**config.mk**
```make
export PLATFORM = sky130hd
export DESIGN_NAME = sfo_port
export DESIGN_NICKNAME = d
export VERILOG_FILES = /design/src/rtl/sfo_pkg.sv /design/src/rtl/sfo_clkgen.sv /design/src/rtl/sfo_shifter.sv /design/src/rtl/sfo_ctrl.sv /design/src/rtl/sfo_port.sv
export SDC_FILE = /design/constraint.sdc
export NUM_CORES = 1
export LEC_CHECK = 0
export BUFFER_PORTS_ARGS = -buffer_cell sky130_fd_sc_hd__buf_2
export CORE_MARGIN = 1
export CORE_UTILIZATION = 30
export DETAILED_ROUTE_END_ITERATION = 7
export PLACE_DENSITY = 0.56
export SYNTH_ARGS = -nofsm -noshare
export SYNTH_HDL_FRONTEND = slang
export SYNTH_SLANG_ARGS = --single-unit
export TNS_END_PERCENT = 10
```
**constraint.sdc**
```tcl
create_clock -name clk_i -period 4 [get_ports clk_i]
set_input_delay 1 -clock clk_i [delete_from_list [all_inputs] [get_ports clk_i]]
set_output_delay 1 -clock clk_i [all_outputs]
set_load 0.1 [all_outputs]
```
**src/rtl/sfo_pkg.sv**
```systemverilog
package sfo_pkg;
  typedef enum logic [1:0] {
    ST_IDLE = 2'd0,
    ST_SYNC = 2'd1,
    ST_DATA = 2'd2
  } sfo_state_e;
endpackage

```
**src/rtl/sfo_clkgen.sv**
```systemverilog
module sfo_clkgen #(
  parameter int SLOW_DIV = 8,
  parameter int FAST_DIV = 4
) (
  input  logic clk_i,
  input  logic rst_ni,
  input  logic run_i,
  input  logic restart_i,
  input  logic fast_i,
  output logic slot_end_o,
  output logic sclk_o
);
  localparam int PH_W = (SLOW_DIV > 2) ? $clog2(SLOW_DIV) : 1;
  localparam logic [PH_W-1:0] SLOW_LAST = PH_W'(SLOW_DIV - 1);
  localparam logic [PH_W-1:0] FAST_LAST = PH_W'(FAST_DIV - 1);
  localparam logic [PH_W-1:0] SLOW_HALF = PH_W'(SLOW_DIV / 2);
  localparam logic [PH_W-1:0] FAST_HALF = PH_W'(FAST_DIV / 2);

  logic [PH_W-1:0] ph_q;
  logic            fast_q;
  logic [PH_W-1:0] last_ph, half_ph;

  assign last_ph = fast_q ? FAST_LAST : SLOW_LAST;
  assign half_ph = fast_q ? FAST_HALF : SLOW_HALF;

  // rate is frozen for the whole frame
  always_ff @(posedge clk_i or negedge rst_ni) begin
    if (!rst_ni)        fast_q <= 1'b0;
    else if (restart_i) fast_q <= fast_i;
  end

  always_ff @(posedge clk_i or negedge rst_ni) begin
    if (!rst_ni)                 ph_q <= '0;
    else if (restart_i || !run_i) ph_q <= '0;
    else if (ph_q == last_ph)    ph_q <= '0;
    else                         ph_q <= ph_q + 1'b1;
  end

  assign slot_end_o = run_i && (ph_q == last_ph);
  assign sclk_o     = run_i && (ph_q >= half_ph);
endmodule

```
**src/rtl/sfo_shifter.sv**
```systemverilog
module sfo_shifter #(
  parameter int NUM_CH = 6,
  parameter int WORD_W = 16
) (
  input  logic                     clk_i,
  input  logic                     rst_ni,
  input  logic                     load_i,
  input  logic                     shift_i,
  input  logic [NUM_CH*WORD_W-1:0] words_i,
  output logic                     msb_o
);
  localparam int TOT_W = NUM_CH * WORD_W;

  logic [TOT_W-1:0] load_vec;
  logic [TOT_W-1:0] sr_q;

  // channel 0 lands in the top word so it leaves first
  for (genvar ch = 0; ch < NUM_CH; ch++) begin : g_order
    assign load_vec[(NUM_CH-1-ch)*WORD_W +: WORD_W] = words_i[ch*WORD_W +: WORD_W];
  end

  always_ff @(posedge clk_i or negedge rst_ni) begin
    if (!rst_ni)       sr_q <= '0;
    else if (load_i)   sr_q <= load_vec;
    else if (shift_i)  sr_q <= {sr_q[TOT_W-2:0], 1'b0};
  end

  assign msb_o = sr_q[TOT_W-1];
endmodule

```
**src/rtl/sfo_ctrl.sv**
```systemverilog
module sfo_ctrl
  import sfo_pkg::*;
#(
  parameter int DATA_BITS = 96
) (
  input  logic       clk_i,
  input  logic       rst_ni,
  input  logic       en_i,
  input  logic       start_i,
  input  logic       slot_end_i,
  output sfo_state_e state_o,
  output logic       accept_o,
  output logic       shift_o,
  output logic       overrun_o
);
  localparam int CNT_W = $clog2(DATA_BITS);
  localparam logic [CNT_W-1:0] LAST_BIT = CNT_W'(DATA_BITS - 1);

  sfo_state_e       state_q;
  logic [CNT_W-1:0] cnt_q;
  logic             ovr_q;
  logic             busy;

  assign busy     = (state_q != ST_IDLE);
  assign accept_o = start_i && en_i && !busy;
  assign shift_o  = (state_q == ST_DATA) && slot_end_i;

  always_ff @(posedge clk_i or negedge rst_ni) begin
    if (!rst_ni) begin
      state_q <= ST_IDLE;
      cnt_q   <= '0;
    end else if (!en_i) begin
      state_q <= ST_IDLE;
      cnt_q   <= '0;
    end else begin
      unique case (state_q)
        ST_IDLE: if (accept_o) begin
          state_q <= ST_SYNC;
          cnt_q   <= '0;
        end
        ST_SYNC: if (slot_end_i) state_q <= ST_DATA;
        ST_DATA: if (slot_end_i) begin
          if (cnt_q == LAST_BIT) begin
            state_q <= ST_IDLE;
            cnt_q   <= '0;
          end else begin
            cnt_q <= cnt_q + 1'b1;
          end
        end
        default: state_q <= ST_IDLE;
      endcase
    end
  end

  always_ff @(posedge clk_i or negedge rst_ni) begin
    if (!rst_ni)                          ovr_q <= 1'b0;
    else if (start_i && en_i && busy)     ovr_q <= 1'b1;
    else if (accept_o)                    ovr_q <= 1'b0;
  end

  assign state_o   = state_q;
  assign overrun_o = ovr_q;
endmodule

```
**src/rtl/sfo_port.sv**
```systemverilog
module sfo_port
  import sfo_pkg::*;
#(
  parameter int NUM_CH   = 6,
  parameter int WORD_W   = 16,
  parameter int SLOW_DIV = 8,
  parameter int FAST_DIV = 4
) (
  input  logic                     clk_i,
  input  logic                     rst_ni,
  input  logic                     en_i,
  input  logic                     rate_fast_i,
  input  logic                     start_i,
  input  logic [NUM_CH*WORD_W-1:0] words_i,
  output logic                     busy_o,
  output logic                     overrun_o,
  output logic                     sclk_o,
  output logic                     sclk_oe_o,
  output logic                     sdo_o,
  output logic                     sdo_oe_o,
  output logic                     fso_o,
  output logic                     fso_oe_o
);
  localparam int DATA_BITS = NUM_CH * WORD_W;

  sfo_state_e state;
  logic       accept, shift, slot_end, msb, sclk_raw;

  sfo_ctrl #(.DATA_BITS(DATA_BITS)) u_ctrl (
    .clk_i      (clk_i),
    .rst_ni     (rst_ni),
    .en_i       (en_i),
    .start_i    (start_i),
    .slot_end_i (slot_end),
    .state_o    (state),
    .accept_o   (accept),
    .shift_o    (shift),
    .overrun_o  (overrun_o)
  );

  sfo_clkgen #(.SLOW_DIV(SLOW_DIV), .FAST_DIV(FAST_DIV)) u_clkgen (
    .clk_i      (clk_i),
    .rst_ni     (rst_ni),
    .run_i      (busy_o),
    .restart_i  (accept),
    .fast_i     (rate_fast_i),
    .slot_end_o (slot_end),
    .sclk_o     (sclk_raw)
  );

  sfo_shifter #(.NUM_CH(NUM_CH), .WORD_W(WORD_W)) u_shift (
    .clk_i   (clk_i),
    .rst_ni  (rst_ni),
    .load_i  (accept),
    .shift_i (shift),
    .words_i (words_i),
    .msb_o   (msb)
  );

  assign busy_o    = (state != ST_IDLE);
  assign sclk_o    = sclk_raw;
  assign sdo_o     = (state == ST_DATA) && msb;
  assign fso_o     = (state == ST_SYNC);
  assign sclk_oe_o = en_i;
  assign sdo_oe_o  = en_i;
  assign fso_oe_o  = en_i;
endmodule

```
# [Word-level counts from Yosys, hierarchy flattened]
# Index checks and enable logic that the tools add are counted.
# W data, S select, Z words.
[classes] addsub=2 reduce_logical=15 n_eq_ne=9 n_lt_le_gt_ge=1 mux=19
[ops] operator="$mux W96" n=2
[ops] operator="$mux W7" n=4
[ops] operator="$pmux W7 S2" n=1
[ops] operator="$mux W3" n=4
[ops] operator="$ne A3 B2 Y1 const B" n=4
[ops] operator="$mux W2" n=5
[ops] operator="$add A7 B1 Y7 const B" n=1
[ops] operator="$eq A7 B7 Y1 const B" n=1
[ops] operator="$logic_and A1 B1 Y1" n=7
[ops] operator="$pmux W2 S3" n=1
[ops] operator="$reduce_bool A2 Y1" n=3
[ops] operator="$reduce_and A4 Y1" n=1
[ops] operator="$add A3 B1 Y3 const B" n=1
[ops] operator="$eq A3 B3 Y1" n=1
[ops] operator="$ge A3 B3 Y1" n=1
[ops] operator="$ne A3 B1 Y1 const B" n=1
[ops] operator="$reduce_and A3 Y1" n=1
[ops] operator="$eq A2 B1 Y1 const B" n=1
[ops] operator="$eq A2 B2 Y1 const B" n=1
[ops] operator="$logic_not A2 Y1" n=1
[ops] operator="$mux W1" n=2
[ops] operator="$logic_not A1 Y1" n=1
[ops] operator="$logic_or A1 B1 Y1" n=1
[totals] wordCells=52 reg_bits=110 in_bits=101

# [Logic depth before layout (Yosys ltp)]
[logic_depth] depth_word=6 depth_mapped=6 mapped_depth_nobuf=5

# [Modules after synthesis]
# Synthesis repeated with hierarchy kept, for this count alone.
[unflattened] cells_unflattened=504 area_unflattened_um2=5278.8
[by_module_without_submodules] mod="sfo_shifter" n_inst=1 seq_area_each_um2=2402.3 cells_per_inst=416 area_each_um2=4416.7
[by_module_without_submodules] mod="sfo_ctrl" n_inst=1 seq_area_each_um2=250.2 cells_per_inst=62 area_each_um2=583.1
[by_module_without_submodules] mod="sfo_clkgen" n_inst=1 seq_area_each_um2=100.1 cells_per_inst=20 area_each_um2=231.5
[by_module_without_submodules] mod="sfo_port" n_inst=1 seq_area_each_um2=0.0 cells_per_inst=6 area_each_um2=47.5

# [Worst setup path after synthesis]
# No wires, ideal clock.
[synth_path] path_type="reg2out" start="reg u_ctrl.state_q[0], in the netlist u_ctrl.state_o[0]" end="out sclk_o" t_arrival_ns=2.004 n_path_buf=1 path_slack_ns=0.996 stages_incl_launch_ff=5 cell_sequence="dfrtp_1 clkbuf_2 nor2_1 inv_1 o21a_1"
[synth_between] elab_chain_cells=2
[synth_lines] element="start, declared" line="sfo_ctrl.sv:19" source="sfo_state_e state_q;"
[synth_lines] element="start signal, assigned" line="sfo_ctrl.sv:30" source="state_q <= ST_IDLE;"
[synth_lines] element="start signal, assigned" line="sfo_ctrl.sv:33" source="state_q <= ST_IDLE;"
[synth_lines] element="start signal, assigned" line="sfo_ctrl.sv:38" source="state_q <= ST_SYNC;"
[synth_lines] element="$reduce_bool A2 Y1" line="sfo_port.sv:60" source="assign busy_o = (state != ST_IDLE);"
[synth_lines] element="net busy_o" line="sfo_port.sv:15" source="output logic busy_o,"
[synth_lines] element="$logic_and A1 B1 Y1" line="sfo_clkgen.sv:40" source="assign sclk_o = run_i && (ph_q >= half_ph);"
[synth_lines] element="end, declared" line="sfo_port.sv:17" source="output logic sclk_o,"
# The timed path passes the listed nets, and every way through them passes these cells.

# [Worst setup path after layout]
[layout_path] start="reg u_clkgen.fast_q" end="out sclk_o"
[layout_between] elab_chain_cells=3
[layout_lines] element="start, declared" line="sfo_clkgen.sv:20" source="logic fast_q;"
[layout_lines] element="start signal, assigned" line="sfo_clkgen.sv:29" source="else if (restart_i) fast_q <= fast_i;"
[layout_lines] element="$mux W3" line="sfo_clkgen.sv:24" source="assign half_ph = fast_q ? FAST_HALF : SLOW_HALF;"
[layout_lines] element="$ge A3 B3 Y1" line="sfo_clkgen.sv:40"
[layout_lines] element="$logic_and A1 B1 Y1" line="sfo_clkgen.sv:40"
# Every way passes these cells.

==> reports/metrics.json <==
{
  "run_status": {"value": "completed"},
  "pin_count": {"value": 109},
  "synth.yosys.warnings": {"value": 0},
  "share_of_synthesized_flip_flops_with_an_asynchronous_set_or_reset": {"value": 1.00},
  "cts_max_level": {"value": 3},
  "detailedRoute.firstIterationViolations": {"value": 185},
  "dpl_cell_area": {"value": 5940, "unit": "µm²"},
  "cp_required": {"value": 3.00, "unit": "ns"},
  "rsz0062_at_grt": {"value": "false"},
  "synth_seq_cells": {"value": 110},
  "clock_tree.root_cell": {"value": "sky130_fd_sc_hd__clkbuf_16"},
  "fin_cells": {"value": 821},
  "drtAntennaViolNets": {"value": 0},
  "highest_layer": {"value": "met4"},
  "yosys-top-cells-area": {"value": "sky130_fd_sc_hd__dfrtp_1 (52%), sky130_fd_sc_hd__mux2i_1 (18%), sky130_fd_sc_hd__o21ai_0 (9.3%), sky130_fd_sc_hd__nand2_1 (7.1%), sky130_fd_sc_hd__buf_8 (2.5%)"},
  "fp.dieH": {"value": 135, "unit": "µm"},
  "dp_cells": {"value": 805},
  "vias_per_cell": {"value": 4.65},
  "hold_path.class": {"value": "reg2reg"},
  "grt_max_degree": {"value": 102},
  "cts_max_path_buffers": {"value": 2},
  "vias_in_the_first_global_route": {"value": 3925},
  "finish.instance_area": {"value": 6210, "unit": "µm²"},
  "layout_worst_path_cycle_share": {"value": 0.725},
  "timing.rr.start": {"value": "u_clkgen.fast_q$_DFFE_PN0P_"},
  "antenna_cells_inserted": {"value": 0},
  "power.density": {"value": 433, "unit": "nW/µm²"},
  "routedLengthMet1": {"value": 5.22, "unit": "mm"},
  "die_width": {"value": 135, "unit": "µm"},
  "sum_of_routed_wire_length_over_all_layers": {"value": 11.0, "unit": "mm"},
  "synth-edff-count": {"value": 0},
  "worstHoldPathCells": {"value": 1},
  "synth_cell_types": {"value": 40},
  "met3RoutedLength": {"value": 580, "unit": "µm"},
  "kind_of_critical_path": {"value": "reg2out"},
  "hold_buffers": {"value": 0},
  "fp-row-count": {"value": 48},
  "wl_met2": {"value": 5.06, "unit": "mm"},
  "routabilityCongestion": {"value": 0.778},
  "drt_pre_antenna_iters": {"value": 4},
  "hold_violations": {"value": 0},
  "worst_ep_arrival_time": {"value": 1.90, "unit": "ns"},
  "crit_end": {"value": "sclk_o"},
  "flow.area_growth_from_synthesis": {"value": 16.7, "unit": "%"},
  "dp.final_hpwl": {"value": 7.45, "unit": "mm"},
  "slew-limit-headroom": {"value": 0.419},
  "dr_total_vias": {"value": 3821},
  "worst_setup_hold_path_clk_slew": {"value": 0.07, "unit": "ns"},
  "worst_slew_pin_slew": {"value": 0.871, "unit": "ns"},
  "worst_r2r_end": {"value": "u_shift.sr_q[63]$_DFFE_PN0P_"},
  "netlist_instances": {"value": 504},
  "post_cts.repair.setup_buffers": {"value": 0},
  "cts_tree": {"value": "yes"},
  "synth.yosys.seq_area_share": {"value": 0.517},
  "leak_pwr": {"value": 3.36, "unit": "nW"},
  "total_nets_after_synthesis": {"value": 609},
  "grt-ovfl-total": {"value": 0},
  "initial_antenna_violation_count": {"value": 0},
  "fmaxAchievable": {"value": 345, "unit": "MHz"},
  "cts.sinks": {"value": 110},
  "resized_gates_after_cts": {"value": 0},
  "nNetsFinal": {"value": 696},
  "finalSetupViolCount": {"value": 0},
  "postSynthAreaPerCell": {"value": 10.6, "unit": "µm²"},
  "timing_max_transition_violations_final": {"value": 0},
  "max_cap_viol_count": {"value": 0},
  "port_buffers": {"value": 108},
  "fin_worst_skew": {"value": 0.00861, "unit": "ns"},
  "synth_area": {"value": 5320, "unit": "µm²"},
  "wl_per_cell": {"value": 13.4, "unit": "µm"},
  "synthFlopType": {"value": "sky130_fd_sc_hd__dfrtp_1"},
  "grt_pass1_wl": {"value": 18.5, "unit": "mm"},
  "worst_slack": {"value": 1.10, "unit": "ns"},
  "cp-end-kind": {"value": "output port"},
  "finalHoldWorstSlack": {"value": 0.463, "unit": "ns"},
  "synth_top_cell_area_share": {"value": 0.517},
  "worstSetupStartpoint": {"value": "u_clkgen.fast_q$_DFFE_PN0P_"},
  "cts_made_buffers": {"value": 9},
  "critPathLaunchType": {"value": "flop"},
  "clk_latency_worst_skew_pair": {"value": 0.35, "unit": "ns"},
  "period_minus_slack": {"value": 2.90, "unit": "ns"},
  "yosysTopAreaCell": {"value": "sky130_fd_sc_hd__dfrtp_1"},
  "die_area": {"value": 18300, "unit": "µm²"},
  "reg2reg_setup_slack": {"value": 1.90, "unit": "ns"},
  "report.power.total": {"value": 2.69, "unit": "mW"},
  "r2r_cells": {"value": 5},
  "initial_core_util": {"value": 0.308},
  "post-route-util": {"value": 0.359},
  "route.detailed.drc": {"value": 0},
  "gr-usage-all-layers": {"value": 0.129},
  "dp_slack": {"value": 1.28, "unit": "ns"},
  "drive_gt1_frac": {"value": 0.232},
  "critical_path.max_fanout": {"value": 7},
  "placeableCoreArea": {"value": 17300, "unit": "µm²"},
  "totalNegativeSetupSlack": {"value": 0, "unit": "ns"},
  "max-vdd-ir-drop": {"value": 0.257, "unit": "mV"}
}
cell type report:
cell class	count	area (µm²)
clock buffers	11	243
inverters	3	11.3
flip-flops and latches	110	2750
fillers	1792	11100
repair buffers	114	626
multi-input cells	353	2270
clock inverters	5	32.5
well taps	225	282
worst min path at each step:
stage / start / endpoint / slack (ns)
after global placement: u_clkgen.ph_q[0]$_DFF_PN0_ / u_clkgen.ph_q[0]$_DFF_PN0_ / 0.45
after floorplan: u_clkgen.ph_q[0]$_DFF_PN0_ / u_clkgen.ph_q[0]$_DFF_PN0_ / 0.43
after global routing: u_clkgen.ph_q[0]$_DFF_PN0_ / u_clkgen.ph_q[0]$_DFF_PN0_ / 0.50
after CTS: u_clkgen.ph_q[0]$_DFF_PN0_ / u_clkgen.ph_q[0]$_DFF_PN0_ / 0.47
after detailed placement: u_clkgen.ph_q[0]$_DFF_PN0_ / u_clkgen.ph_q[0]$_DFF_PN0_ / 0.45
final: u_clkgen.ph_q[0]$_DFF_PN0_ / u_clkgen.ph_q[0]$_DFF_PN0_ / 0.46
critical path, cell delays in order (launching register included):
cell                       delay, ns
sky130_fd_sc_hd__dfrtp_1        0.40
sky130_fd_sc_hd__ha_1           0.41
sky130_fd_sc_hd__a21boi_0       0.20
sky130_fd_sc_hd__o21a_1         0.13
sky130_fd_sc_hd__buf_2          0.41
power breakdown:
part / leakage, nW / internal, mW / switching, mW
Combinational: 1.85 / 0.187 / 0.241
Sequential: 1.37 / 1.31 / 0.113
Clock: 0.140 / 0.440 / 0.394
Total: 3.36 / 1.94 / 0.748
layout by cell type, fill, tap and decap left out, types with 4 or more instances in the layout:
cell type                   netlist  final
sky130_fd_sc_hd__clkbuf_16        0      9
sky130_fd_sc_hd__nand2_1        101    101
sky130_fd_sc_hd__ha_1             4      4
sky130_fd_sc_hd__mux2i_1         97     97
sky130_fd_sc_hd__nor2_1           7      7
sky130_fd_sc_hd__buf_4            3      4
sky130_fd_sc_hd__buf_2            6    107
sky130_fd_sc_hd__o21ai_0         99     99
sky130_fd_sc_hd__nand3_1          4      4
sky130_fd_sc_hd__nand4_1          6      6
sky130_fd_sc_hd__o211ai_1         4      4
sky130_fd_sc_hd__dfrtp_1        110    110
cell usage after synthesis (3+ instances only):
cell	instances
sky130_fd_sc_hd__nor2_1	7
sky130_fd_sc_hd__buf_6	4
sky130_fd_sc_hd__nand4_1	6
sky130_fd_sc_hd__buf_2	6
sky130_fd_sc_hd__o21ai_0	99
sky130_fd_sc_hd__nand2_1	101
sky130_fd_sc_hd__dfrtp_1	110
sky130_fd_sc_hd__ha_1	4
sky130_fd_sc_hd__nand2b_1	3
sky130_fd_sc_hd__inv_1	3
sky130_fd_sc_hd__mux2i_1	97
sky130_fd_sc_hd__o211ai_1	4
sky130_fd_sc_hd__buf_8	9
sky130_fd_sc_hd__buf_4	3
sky130_fd_sc_hd__and3_1	3
sky130_fd_sc_hd__nand3_1	4
sky130_fd_sc_hd__clkbuf_1	15
routing by layer:
metal / track usage / up-vias
met5: 0 / -
met4: 0.0412 / 0
met3: 0.0382 / 12
met2: 0.208 / 86
met1: 0.165 / 1792
li1: - / 1931
kinds of logic (layout without fill, tap and decap cells):
group                    Yosys count  after routing  share of synthesized area
multiplexers                      98             98                      0.184
adder cells (fa/ha/maj)            4              4                    0.00940
flip-flops                       110            110                      0.517
AO/OA/AOI/OAI                    111            111                      0.111
buffers and inverters             41            133                     0.0573
AND/OR/NAND/NOR                  140            140                      0.121
registers in the layout (all words and copies together) (netlist names):
register          count
u_ctrl.cnt_q          7
u_shift.sr_q         96
u_clkgen.fast_q       1
u_ctrl.state_o        2
u_clkgen.ph_q         3
u_ctrl.overrun_o      1
Note: power is estimated with default switching activity, not from simulation.
